<file path="src/rtl/wdt_pkg.sv">
package wdt_pkg;
    localparam int unsigned WORD_W   = 16;
    localparam logic [7:0]  WR_KEY   = 8'h5A;
    localparam logic [7:0]  RD_KEY   = 8'h69;
    localparam int unsigned HOLD_BIT = 7;
    localparam int unsigned MODE_BIT = 4;
    localparam int unsigned CLR_BIT  = 3;
    localparam int unsigned CSEL_BIT = 2;

    typedef struct packed {
        logic       hold;
        logic       intv;
        logic       csel;
        logic [1:0] isel;
    } ctrl_t;
endpackage

</file>
<file path="src/rtl/wdt_ctrl_reg.sv">
module wdt_ctrl_reg
    import wdt_pkg::*;
(
    input  logic              clk,
    input  logic              rst_n,
    input  logic              wr_en,
    input  logic [WORD_W-1:0] wr_data,
    output ctrl_t             ctrl,
    output logic              clr_pulse,
    output logic              pw_fail,
    output logic [WORD_W-1:0] rd_data
);
    typedef struct packed {
        ctrl_t ctrl;
        logic  fail;
    } st_t;

    st_t  st_d, st_q;
    logic key_ok;
    logic unused_rsvd;

    assign key_ok      = (wr_data[WORD_W-1:8] == WR_KEY);
    assign unused_rsvd = ^{wr_data[6:5], wr_data[1'b0 ? 0 : 0]};

    always_comb begin
        st_d      = st_q;
        st_d.fail = 1'b0;
        clr_pulse = 1'b0;
        if (wr_en) begin
            if (key_ok) begin
                st_d.ctrl.hold = wr_data[HOLD_BIT];
                st_d.ctrl.intv = wr_data[MODE_BIT];
                st_d.ctrl.csel = wr_data[CSEL_BIT];
                st_d.ctrl.isel = wr_data[1:0];
                clr_pulse      = wr_data[CLR_BIT];
            end else begin
                st_d.fail = 1'b1;
            end
        end
    end

    always_ff @(posedge clk or negedge rst_n) begin
        if (!rst_n) st_q <= '0;
        else        st_q <= st_d;
    end

    assign ctrl    = st_q.ctrl;
    assign pw_fail = st_q.fail;
    assign rd_data = {RD_KEY, st_q.ctrl.hold, 2'b00, st_q.ctrl.intv, 1'b0,
                      st_q.ctrl.csel, st_q.ctrl.isel};


    ctrl_keep_chk: assert property (@(posedge clk) disable iff (!rst_n)
        (wr_en && !key_ok) |=> $stable(rd_data));
endmodule

</file>
<file path="src/rtl/wdt_clk_guard.sv">
module wdt_clk_guard #(
    parameter int unsigned FS_LIMIT = 4
) (
    input  logic clk,
    input  logic rst_n,
    input  logic tick_a,
    input  logic tick_b,
    input  logic tick_bk,
    input  logic csel,
    output logic tick_eff,
    output logic on_backup
);
    localparam int unsigned MISS_W = (FS_LIMIT < 2) ? 1 : $clog2(FS_LIMIT);
    localparam logic [MISS_W-1:0] MISS_TOP = MISS_W'(FS_LIMIT - 1);

    typedef struct packed {
        logic [MISS_W-1:0] miss;
        logic              fs;
    } st_t;

    st_t  st_d, st_q;
    logic sel_tick;

    assign sel_tick = csel ? tick_b : tick_a;

    always_comb begin
        st_d = st_q;
        if (sel_tick) begin
            st_d.miss = '0;
            st_d.fs   = 1'b0;
        end else if (tick_bk && !st_q.fs) begin
            if (st_q.miss == MISS_TOP) st_d.fs   = 1'b1;
            else                       st_d.miss = st_q.miss + 1'b1;
        end
    end

    always_ff @(posedge clk or negedge rst_n) begin
        if (!rst_n) st_q <= '0;
        else        st_q <= st_d;
    end

    assign on_backup = st_q.fs;
    assign tick_eff  = st_q.fs ? tick_bk : sel_tick;


    fs_entry_chk: assert property (@(posedge clk) disable iff (!rst_n)
        $rose(on_backup) |-> $past(!sel_tick && tick_bk));
endmodule

</file>
<file path="src/rtl/wdt_counter.sv">
module wdt_counter #(
    parameter int unsigned CNT_W = 16,
    parameter int unsigned TAP_LOG [4] = '{15, 13, 9, 6}
) (
    input  logic       clk,
    input  logic       rst_n,
    input  logic       tick,
    input  logic       run,
    input  logic       clr,
    input  logic [1:0] isel,
    output logic       expire
);
    typedef struct packed {
        logic [CNT_W-1:0] cnt;
        logic             exp;
    } st_t;

    st_t        st_d, st_q;
    logic [3:0] tap_full;

    for (genvar g = 0; g < 4; g++) begin : g_tap
        assign tap_full[g] = &st_q.cnt[TAP_LOG[g]-1:0];
    end

    always_comb begin
        st_d     = st_q;
        st_d.exp = 1'b0;
        if (clr) begin
            st_d.cnt = '0;
        end else if (run && tick) begin
            st_d.cnt = st_q.cnt + 1'b1;
            st_d.exp = tap_full[isel];
        end
    end

    always_ff @(posedge clk or negedge rst_n) begin
        if (!rst_n) st_q <= '0;
        else        st_q <= st_d;
    end

    assign expire = st_q.exp;


    hold_freeze_chk: assert property (@(posedge clk) disable iff (!rst_n)
        (!run && !clr) |=> ($stable(st_q.cnt) && !expire));

    no_double_exp_chk: assert property (@(posedge clk) disable iff (!rst_n)
        expire |=> !expire);
endmodule

</file>
<file path="src/rtl/wdt_guard_top.sv">
module wdt_guard_top
    import wdt_pkg::*;
#(
    parameter int unsigned CNT_W    = 16,
    parameter int unsigned FS_LIMIT = 4,
    parameter int unsigned TAP0     = 15,
    parameter int unsigned TAP1     = 13,
    parameter int unsigned TAP2     = 9,
    parameter int unsigned TAP3     = 6
) (
    input  logic        clk,
    input  logic        rst_n,
    input  logic        wr_en,
    input  logic [15:0] wr_data,
    output logic [15:0] rd_data,
    input  logic        tick_a,
    input  logic        tick_b,
    input  logic        tick_bk,
    input  logic        irq_ack,
    output logic        rst_req,
    output logic        irq_flag,
    output logic        on_backup
);
    typedef struct packed {
        logic irq;
    } st_t;

    st_t   st_d, st_q;
    ctrl_t ctrl;
    logic  clr_pulse, pw_fail, tick_eff, run, expire;

    wdt_ctrl_reg u_ctrl (
        .clk(clk), .rst_n(rst_n), .wr_en(wr_en), .wr_data(wr_data),
        .ctrl(ctrl), .clr_pulse(clr_pulse), .pw_fail(pw_fail), .rd_data(rd_data)
    );

    wdt_clk_guard #(.FS_LIMIT(FS_LIMIT)) u_guard (
        .clk(clk), .rst_n(rst_n), .tick_a(tick_a), .tick_b(tick_b),
        .tick_bk(tick_bk), .csel(ctrl.csel), .tick_eff(tick_eff),
        .on_backup(on_backup)
    );

    assign run = !ctrl.hold || (!ctrl.intv && on_backup);

    wdt_counter #(.CNT_W(CNT_W), .TAP_LOG('{TAP0, TAP1, TAP2, TAP3})) u_cnt (
        .clk(clk), .rst_n(rst_n), .tick(tick_eff), .run(run),
        .clr(clr_pulse), .isel(ctrl.isel), .expire(expire)
    );

    always_comb begin
        st_d.irq = (st_q.irq && !irq_ack) || (expire && ctrl.intv);
    end

    always_ff @(posedge clk or negedge rst_n) begin
        if (!rst_n) st_q <= '0;
        else        st_q <= st_d;
    end

    assign rst_req  = pw_fail || (expire && !ctrl.intv);
    assign irq_flag = st_q.irq;


    bad_key_reset_chk: assert property (@(posedge clk) disable iff (!rst_n)
        (wr_en && wr_data[15:8] != WR_KEY) |=> rst_req);

    irq_hold_chk: assert property (@(posedge clk) disable iff (!rst_n)
        $fell(irq_flag) |-> $past(irq_ack));

    irq_no_reset_chk: assert property (@(posedge clk) disable iff (!rst_n)
        $rose(irq_flag) |-> !$past(rst_req && !pw_fail));
endmodule

</file>
<file path="config.mk">
export PLATFORM = sky130hd
export DESIGN_NAME = wdt_guard_top
export DESIGN_NICKNAME = d
export VERILOG_FILES = /design/src/rtl/wdt_pkg.sv /design/src/rtl/wdt_ctrl_reg.sv /design/src/rtl/wdt_clk_guard.sv /design/src/rtl/wdt_counter.sv /design/src/rtl/wdt_guard_top.sv
export SDC_FILE = /design/constraint.sdc
export NUM_CORES = 1
export LEC_CHECK = 0
export ABC_AREA = 1
export BUFFER_PORTS_ARGS = -buffer_cell sky130_fd_sc_hd__buf_2
export CORE_UTILIZATION = 48
export DETAILED_ROUTE_END_ITERATION = 16
export GPL_TIMING_DRIVEN = 1
export HOLD_SLACK_MARGIN = 0.08
export PLACE_DENSITY = 0.8
export SYNTH_ARGS = -nofsm -noshare
export SYNTH_HDL_FRONTEND = slang
export SYNTH_SLANG_ARGS = --single-unit
</file>
<file path="constraint.sdc">
create_clock -name clk -period 1.4 [get_ports clk]
set_input_delay 0.35 -clock clk [delete_from_list [all_inputs] [get_ports clk]]
set_output_delay 0.35 -clock clk [all_outputs]
set_load 0.1 [all_outputs]
</file>
==> reports/qor.csv, run 1 <==
stage,metric,value,unit
synthesis,Post-synth EDFFs,0,
global_route,GRT Total Usage,23.3,%
clocking,H-tree depth,1,
synthesis,#FFs+latches synth,26,
worst_setup_path,element type at the critical path start,flip-flop,
drt,1st-pass router iterations,5,
layout,Diodes inserted,0,
worst_setup_path,Crit path required time,1050,ps
floorplanning,Initial Utilization,50.6,%
synthesis,cells after synthesis,218,
drt,met2 WL,2150,um
min_path,HP Start,irq_ack,
drt,Post-Route WL,4240,um
drt,detailed-route via count,1692,
synthesis,Commonest cells post-synth,"53 x nand2_1, 26 x dfrtp_1, 21 x inv_1",
worst_setup_path,CP Class,reg2out,
global_route,initial antenna violation count,0,
placed_design,IO buf count,28,
drt,DRT met1 WL,1700,um
flow_run,total of max-cap violations,0,
floorplanning,DIE HEIGHT,61.5,um
sta,unrepaired setup endpoints after global routing,true,
pwr,pwr/cell area,1030,mW/mm2
drt,met3 routed wirelength,272,um
floorplanning,core area,0.00336,mm2
synthesis,async set-reset flop share out of synthesis,100,%
global_route,first-pass GRT wire length,6630,um
synthesis,Synth area leaders,"dfrtp_1 38%, nand2_1 12%, nand3_2 5.9%",
floorplanning,Total Die Area,0.00379,mm2
layout,Area growth syn-to-layout,37.4,%
status,failing checks,setup timing,
worst_setup_path,crit path from,u_ctrl.ctrl[3],
sta,final setup vio count,19,
worst_setup_path,crit-path max FO,3,
drt,post-route ant nets,0,
synthesis,Post-Synthesis Cell Area,0.00170,mm2
sta,final hold violations,0,
clocking,"Reg clk slew, reported paths",150,ps
layout,layout cells sized above 1,35.6,%
pwr,LEAKAGE,0.00115,uW
status,outcome,"finished, violations left",
global_route,total gr overflow,0,
floorplanning,# rows,21,
clocking,total CTS buffers,3,
sta,Hold Slack,194,ps
worst_setup_path,r2r startpoint,u_cnt.st_q[2],
synthesis,Synth cell types,32,
global_route,vias in the first global route,1554,
drt,DRC violations left,0,
drt,max layer used,met4,
clocking,clock root buffer,clkbuf_4,
worst_setup_path,Critical Path End Type,output port,
placed_design,routability cong.,0.907,
synthesis,yosys warns,0,
layout,Layout Nets,297,
drt,vias per cell,5.35,
min_path,min-delay worst type,in2reg,
sta,fin crit share,117,%
placed_design,DP HPWL,2730,um
placed_design,pre-CTS WS,-98.9,ps
floorplanning,Die X,61.5,um
synthesis,most frequent cell after synthesis,nand2_1,
synthesis,"Avg Cell Area, Syn",7.81,um2
sta,Final Skew,9.73,ps
clocking,CTS tree,built,
pwr,highest ir drop seen on vdd,0.565,mV
drt,routed len/inst,13.4,um
synthesis,predominant post-synthesis flop cell,dfrtp_1,
synthesis,post-synth top area cell,dfrtp_1,
clocking,clk_lat worst skew,330,ps
global_route,largest net degree at the start of global routing,32,
worst_setup_path,WP data arrival,1280,ps
sta,Setup WS post-layout,-231,ps
synthesis,Yosys top cell area share,38.2,%
sta,post-layout min period,1630,ps
clocking,Sink Count,26,
sta,Max Transition Viols Final,0,
clocking,CTS Buffer Depth,2,
drt,DR iter-0 viols,102,
floorplanning,Top-Level Pins,42,
synthesis,sequential area share after synthesis,38.2,%
sta,max frequency,0.613,GHz
-- cell usage in the layout, fill, tap and decap left out, types with 2 or more instances in the layout --
cell,netlist,routed
or2_2,4,4
inv_1,21,20
nor2_1,20,17
buf_2,1,20
nand3_2,10,12
buf_12,1,11
clkbuf_4,1,3
a21oi_1,5,4
dfrtp_1,26,22
o21ai_2,2,2
o21ai_0,6,5
buf_6,1,7
xor2_1,2,2
dfrtp_4,0,2
nand3_1,18,15
dfrtp_2,0,2
o21ai_1,1,2
nand4_1,16,16
nand2_1,53,53
conb_1,2,11
nor2_4,1,4
buf_4,13,17
-- sequential cells by signal, summed over array words and instances, names as in the netlist --
register / cells
u_cnt.st_q: 15
u_ctrl.ctrl: 5
u_guard.st_q: 2
irq_flag: 1
u_cnt.expire: 1
u_ctrl.pw_fail: 1
u_guard.on_backup: 1
-- stage by stage --
| step | TNS (ps) | power, uW | instance area, um2 | cells | utilization (%) |
|---|---|---|---|---|---|
| 2_1_floorplan | -1170 | 1510 | 1760 | 227 | - |
| 3_3_place_gp | -45.8 | 1730 | 2110 | 303 | 62.6 |
| 3_5_place_dp | -169 | 1760 | 2110 | 303 | 62.6 |
| 4_1_cts | -692 | 2340 | 2260 | 315 | 67.3 |
| 5_1_grt | -2320 | 2520 | 2340 | 316 | 69.5 |
| 6_report | -1340 | 2420 | 2340 | 316 | 69.5 |
-- worst paths after layout --
check / slack [ps] / endpoint / cells after the start
worst max-delay path: -230 / rst_req / 3
worst min-delay path: 190 / irq_flag / 2
worst max register to register: -100 / u_cnt.expire / 9
worst min register to register: 550 / u_guard.st_q[2] / 2
min in group asynchronous: 430 / irq_flag / 2
max in group asynchronous: 570 / u_cnt.st_q[10] / 3
-- power by group --
group / internal, uW / switching [uW]
Sequential: 844 / 95.9
Clock: 290 / 232
Combinational: 376 / 579
Total: 1510 / 907
-- critical path: stages, from the launching register on --
cell and delay [ps]:
dfrtp_4 510, buf_6 130, o21bai_4 130, buf_12 190
-- cells by family (layout without fill, tap and decap cells) --
group	after synthesis	after routing	synth area share, %
and+or+nand+nor	127	127	38.0
buffers and inverters	40	83	13.8
DFF	26	26	38.2
AOI/OAI and AO/OA	18	18	6.25
adders and majority gates	3	3	2.21
other	2	11	0.441
xor gates and xnor gates	2	2	1.03
-- repair_timing --
item                                    in CTS  in global routing
pin swaps                                    8                 14
endpoints found under the setup margin      13                 18
hold buffers                                 1                  0
gates resized for setup                     15                 17
hold endpoints to repair                    12                  0
cloned                                       0                  0
setup buffers                                7                  1
-- layer usage --
layer	vias to the layer above	global-route usage [%]
met5	-	0
met4	0	10.5
met3	17	2.73
met2	80	39.3
met1	797	30.0
li1	798	-
-- layout make-up --
cell class                      count  area (um2)
Clock inverter                      1        30.0
Timing Repair Buffer               56         537
Multi-Input combinational cell    161         925
Clock buffer                        3        22.5
Tap cell                           46        57.6
Sequential cell                    26         661
Inverter                           23         105
Fill cell                         265        1030
(Power assumes the default switching activity.)
==> run 2, diff against run 1 <==
- CAP_MARGIN: default -> 20
- CORE_UTILIZATION: 48 -> 47
- PLACE_DENSITY: 0.8 -> 0.79
- SYNTH_HIERARCHICAL: default -> 1
- clock period: 1.4 -> 1.5 ns (I/O delays scaled with it)
==> run 2 against run 1 <==
Against the previous run:
- the flow now finishes without violations
- first-iteration DRC count down 63%
- cell area shrank 13%
- area after synthesis decreased by 6.4%
- die area decreased by 4.3%
- sequential power decreased by 2.8%
- synthesized cell count is 1.8% lower
- combinational power decreased by 14%
- hold slack better by 64 ps
- clock skew is 8.2 ps lower
- critical path depth is 1 higher
==> reports/qor.csv, run 2 <==
stage,metric,value,unit
status,outcome,"complete, no violations",
synthesis,yosys warns,6,
sta,Setup WS post-layout,30.4,ps
synthesis,Commonest cells post-synth,"60 x nand2_1, 29 x inv_1, 26 x dfrtp_1",
layout,Layout Nets,289,
clocking,CTS tree,built,
worst_setup_path,slowest library cell on the worst path,dfrtp_1,
pwr,switch share,39.1,%
worst_setup_path,Worst R2R Path Depth,10,
worst_setup_path,Crit path required time,1120,ps
floorplanning,Top-Level Pins,42,
clocking,CTS Buffer Depth,2,
global_route,GRT Total Usage,18.3,%
worst_setup_path,Crit path max-delay family,flip-flops,
placed_design,pre-CTS WS,-23.5,ps
global_route,grt met2 use,32.3,%
min_path,min-delay worst type,in2reg,
synthesis,predominant post-synthesis flop cell,dfrtp_1,
placed_design,DP HPWL,2350,um
drt,DR iter-0 viols,38,
clocking,clk_lat worst skew,320,ps
layout,"commonest non-fill, non-tap cell in the layout",nand2_1,
synthesis,Yosys top cell area share,40.8,%
sta,max frequency,0.680,GHz
pwr,Reg power frac,43.7,%
sta,fin crit share,98.0,%
global_route,GRT Max-Usage Layer,met2,
min_path,Hold Path End,irq_flag,
synthesis,Synth area leaders,"dfrtp_1 41%, nand2_1 14%, buf_4 7.5%",
worst_setup_path,element type at the critical path start,flip-flop,
synthesis,most frequent cell after synthesis,nand2_1,
worst_setup_path,critical path depth,4,
drt,DRC violations left,0,
drt,vias per cell,4.69,
pwr,pwr/cell area,1020,mW/mm2
drt,1st-pass router iterations,4,
clocking,Sink Count,26,
worst_setup_path,CP Cell Sequence,inv_2 -> nand2_2 -> nand2_2 -> buf_12,
floorplanning,# rows,20,
layout,layout cells sized above 1,32.8,%
drt,post-route ant nets,0,
floorplanning,Initial Utilization,50.9,%
drt,detailed-route via count,1435,
placed_design,routability cong.,0.863,
sta,final setup vio count,0,
synthesis,cells after synthesis,214,
layout,Area growth syn-to-layout,28.4,%
worst_setup_path,crit-path max FO,2,
placed_design,IO buf count,28,
synthesis,async set-reset flop share out of synthesis,100,%
floorplanning,Die X,60.2,um
pwr,Psw,817,uW
placed_design,placed instance count,297,
drt,Post-Route WL,3110,um
worst_setup_path,r2r startpoint,u_ctrl/ctrl[2],
clocking,H-tree depth,1,
layout,Diodes inserted,0,
pwr,Clock Power Share,17.0,%
pwr,Power Internal,1270,uW
global_route,initial antenna violation count,0,
flow_run,total of max-cap violations,0,
global_route,vias in the first global route,1269,
drt,routed len/inst,10.1,um
worst_setup_path,WP data arrival,1090,ps
worst_setup_path,Worst R2R Setup Slack,50,ps
synthesis,sequential area share after synthesis,40.8,%
synthesis,post-synth top area cell,dfrtp_1,
synthesis,Post-Synthesis Cell Area,0.00159,mm2
synthesis,Synth cell types,24,
global_route,first-pass GRT wire length,5000,um
sta,final hold violations,0,
worst_setup_path,CP Class,reg2out,
clocking,"Reg clk slew, reported paths",140,ps
worst_setup_path,max incr delay on CP,410,ps
sta,post-layout min period,1470,ps
synthesis,"Avg Cell Area, Syn",7.44,um2
sta,Final Skew,1.52,ps
layout,register with the highest flop count,u_cnt/st_q,
min_path,Hold Path Depth,4,
synthesis,Post-synth EDFFs,0,
global_route,total gr overflow,0,
sta,unrepaired setup endpoints after global routing,true,
synthesis,#FFs+latches synth,26,
worst_setup_path,Critical Path End Type,output port,
min_path,HP Start,irq_ack,
worst_setup_path,FF-to-FF End,u_cnt/st_q[8],
worst_setup_path,crit path from,u_ctrl/ctrl[3],
sta,Max Transition Viols Final,0,
layout,utilization after layout,65.4,%
global_route,met3 Use GR,1.95,%
floorplanning,DIE HEIGHT,60.2,um
layout,"commonest cells after routing, fill and taps aside","54 x nand2_1, 28 x inv_1, 25 x dfrtp_1",
clocking,clock root buffer,clkbuf_4,
floorplanning,Total Die Area,0.00363,mm2
floorplanning,core area,0.00313,mm2
pwr,LEAKAGE,0.00112,uW
worst_setup_path,Crit path top cell by count,nand2_2,
layout,Largest register FFs,15,
pwr,highest ir drop seen on vdd,0.404,mV
clocking,total CTS buffers,3,
global_route,largest net degree at the start of global routing,15,
global_route,met1 Use GR,22.1,%
pwr,Combinational Power Share,39.3,%
layout,Post-Layout Cell Count,306,
sta,TNS Setup,0,ps
worst_setup_path,Buf/Inv on CP,2,
run 2: cell types whose count changed after synthesis, sizes merged, moves of 2 or more:
cell / change
a21oi: +6
nand4: -13
o21ai: -2
nand2: +12
or2: -5
xor2: -2
nor2: +7
nand3: -14
inv: +6
run 2: kinds of logic (layout without fill, tap and decap cells):
| kind of cell | Yosys count | count (layout) | synth area share (%) |
|---|---|---|---|
| adders and majority gates | 3 | 3 | 2.36 |
| buffers and inverters | 46 | 85 | 15.1 |
| other | 2 | 11 | 0.472 |
| DFF | 26 | 26 | 40.8 |
| AOI/OAI and AO/OA | 22 | 22 | 8.25 |
| and+or+nand+nor | 115 | 115 | 33.0 |
run 2: how the worst max path moves through the flow:
stage	end	slack [ps]
after floorplan	u_cnt/st_q[15]	-8
after detailed placement	u_cnt/st_q[8]	-20
final	rst_req	30
after CTS	irq_flag	9
after global placement	u_cnt/st_q[12]	-6
after global routing	u_cnt/expire	-60
run 2: power groups by stage:
stage	logic [uW]	clock network (uW)	registers, uW
after floorplan	528	0	919
final	822	355	914
after global routing	904	396	929
after global placement	729	0	923
after detailed placement	750	0	924
after CTS	754	364	912
run 2: final cells by class:
type / instances / area [um2]
inverter: 29 / 109
fill: 275 / 1080
clock buffer: 4 / 36.3
timing repair buffer: 52 / 409
multi-input combinational: 151 / 781
tap: 44 / 55.1
sequential: 26 / 654
run 2: worst min-delay path: cells and delay by family:
family	cells	cell delay [ps]
buffers and inverters	2	110
AND/OR/NAND/NOR	2	90
run 2: layer usage:
layer  vias to the layer above  wire length (um)
met5                         -                 0
met3                         4                90
met4                         0                42
met2                        30              1580
li1                        736                 -
met1                       665              1390
run 2: metrics by stage:
step | instance area [um2] | power, uW | hold WS (ps)
after detailed placement | 1920 | 1670 | 242
after floorplan | 1640 | 1450 | 79.4
after global routing | 2040 | 2230 | 281
final | 2040 | 2090 | 259
after global placement | 1920 | 1650 | 243
after CTS | 1970 | 2030 | 260
run 2: repair_timing:
action,in CTS,in global routing
setup endpoints to repair,2,15
endpoints found under the hold margin,8,0
pin swaps,0,5
setup buffers,0,4
hold buffers,1,0
resized for setup,2,14
==> run 3, diff against run 2 <==
- CORE_UTILIZATION: 47 -> 49
- CTS_BUF_LIST: default -> sky130_fd_sc_hd__clkbuf_4
- CTS_CLUSTER_SIZE: default -> 16
- PLACE_DENSITY: 0.79 -> 0.82
==> run 3 against run 2 <==
Against the previous run:
- sequential power barely moved
- critical endpoint is now u_cnt/expire
- routed wire length increased by 5.1%
- global-route usage grew 1.8 points
- sequential share of layout area hardly changed
- the run now ends with setup timing left
- worst setup slack worse by 40 ps
- die area decreased by 3.9%
- utilization up 1.1 points
- clock-buffer cell count fell by 1
- clock skew is 1.2 ps higher
- first-iteration DRC count rose by 24%
- maximum frequency decreased by 2.7%
- non-clock buffer count decreased by 2
==> reports/qor.csv, run 3 (synthesized netlist as in run 2, its figures left out) <==
stage,metric,value,unit
status,outcome,"finished, violations left",
status,failing checks,setup timing,
worst_setup_path,crit-path max FO,2,
layout,Layout Nets,287,
layout,Layout fillers,255,
clocking,Sink Count,26,
clocking,clk_lat worst skew,320,ps
global_route,initial antenna violation count,0,
worst_setup_path,r2r startpoint,u_cnt/st_q[2],
floorplanning,Top-Level Pins,42,
pwr,Pwr Total,2080,uW
layout,Diodes inserted,0,
layout,layout cells sized above 1,34.2,%
drt,detailed-route via count,1453,
floorplanning,core area,0.00308,mm2
clocking,CTS Buffer Depth,2,
floorplanning,Initial Utilization,51.7,%
worst_setup_path,CP Class,reg2reg,
drt,vias per cell,4.78,
sta,Final Skew,2.69,ps
layout,Area growth syn-to-layout,28.4,%
pwr,Clock Power Share,14.3,%
sta,max frequency,0.662,GHz
pwr,switch share,40.6,%
sta,Max Transition Viols Final,0,
sta,unrepaired setup endpoints after global routing,true,
drt,routed len/inst,10.7,um
min_path,HP Start,irq_ack,
sta,post-layout min period,1510,ps
layout,area of the multi-input gates,803,um2
placed_design,routability cong.,0.875,
pwr,Psw,845,uW
sta,final setup vio count,1,
pwr,pwr/cell area,1020,mW/mm2
placed_design,DP HPWL,2320,um
worst_setup_path,WP data arrival,1730,ps
drt,DR iter-0 viols,47,
worst_setup_path,Critical Path End Type,flip-flop,
layout,register with the highest flop count,u_cnt/st_q,
global_route,first-pass GRT wire length,5240,um
pwr,highest ir drop seen on vdd,0.515,mV
floorplanning,# rows,20,
sta,Setup WS post-layout,-9.79,ps
sta,Worst Tran Pin Value,576,ps
layout,"commonest non-fill, non-tap cell in the layout",nand2_1,
worst_setup_path,element type at the critical path start,flip-flop,
layout,"commonest cells after routing, fill and taps aside","53 x nand2_1, 28 x inv_1, 25 x dfrtp_1",
sta,TNS Setup,-9.79,ps
global_route,total gr overflow,0,
flow_run,total of max-cap violations,0,
min_path,min-delay worst type,in2reg,
floorplanning,Total Die Area,0.00348,mm2
sta,slew margin rel.,61.6,%
sta,final hold violations,0,
pwr,Combinational Power Share,41.8,%
worst_setup_path,crit path from,u_cnt/st_q[2],
clocking,H-tree depth,1,
drt,Post-Route WL,3260,um
pwr,Power Internal,1240,uW
global_route,vias in the first global route,1266,
global_route,GRT Total Usage,20.1,%
sta,fin crit share,101,%
layout,Largest register FFs,15,
layout,area occupied by registers,654,um2
drt,DRC violations left,0,
drt,post-route ant nets,0,
floorplanning,DIE HEIGHT,59.0,um
global_route,largest net degree at the start of global routing,27,
clocking,CTS tree,built,
clocking,clock root buffer,clkbuf_4,
placed_design,IO buf count,28,
clocking,total CTS buffers,3,
floorplanning,Die X,59.0,um
drt,1st-pass router iterations,4,
pwr,Reg power frac,43.9,%
clocking,"Reg clk slew, reported paths",130,ps
pwr,LEAKAGE,0.00111,uW
worst_setup_path,Crit path required time,1720,ps
[run 3: cell count changes in the layout (fill, tap and decap cells not counted), sizes merged]
cell    change
buf         -2
clkbuf      -1
clkinv      +1
[run 3: through the flow]
step                cell area [um2]  setup slack [ps]  hold WS, ps  instances  util [%]
finish                         2050             -9.79          261        304      66.5
global route                   2050             -79.0          243        304      66.5
CTS                            1970             -32.5          256        301      63.9
detailed placement             1900             -64.2          404        294      61.7
global placement               1900            -0.806          401        294      61.7
floorplan                      1640             -8.27         79.4        223         -
[run 3: what timing repair did]
action,in CTS,in global routing
endpoints found under the setup margin,4,17
setup buffers,2,3
hold endpoints to repair,26,0
pin swaps,3,9
hold buffers,1,0
resized for setup,6,19
[run 3: critical path, stage by stage, from the launching register on]
cell and delay, ps:
dfrtp_1 410, ha_2 200, nand2_2 80, inv_2 40, nand2_2 80, nor2_2 40
ha_2 180, a21oi_2 170, o21ai_1 100, nand2_1 80, a21oi_2 40
[run 3: per-layer routing]
layer  vias to the layer above  share of wire, %  global-route usage (%)
li1                        730                 -                       -
met1                       675                44                    25.3
met2                        42                51                    34.3
met3                         6               2.9                    2.18
met4                         0               1.6                    9.86
met5                         -                 0                       0
[run 3: power by group through the flow]
stage	Combinational (uW)	Sequential [uW]	Clock [uW]
global route	940	933	343
global placement	711	924	0
CTS	770	908	307
finish	869	914	298
floorplan	528	919	0
detailed placement	726	925	0
[run 3: final timing paths]
check | to | slack (ps) | cells after the start
min in group asynchronous | u_cnt/st_q[7] | 570 | 2
setup reg to reg | u_cnt/expire | -10 | 10
setup / recovery | u_cnt/expire | -10 | 10
max in group asynchronous | u_guard/on_backup | 500 | 2
hold / removal | irq_flag | 260 | 4
hold reg to reg | irq_flag | 490 | 2
[run 3: final cells by class]
| class | count | share of cell area (%) |
|---|---|---|
| well taps | 44 | 2.69 |
| clock buffers | 3 | 1.10 |
| clock inverters | 1 | 0.183 |
| repair buffers | 50 | 19.4 |
| flip-flops and latches | 26 | 32.0 |
| multi-input cells | 151 | 39.3 |
| inverters | 29 | 5.32 |
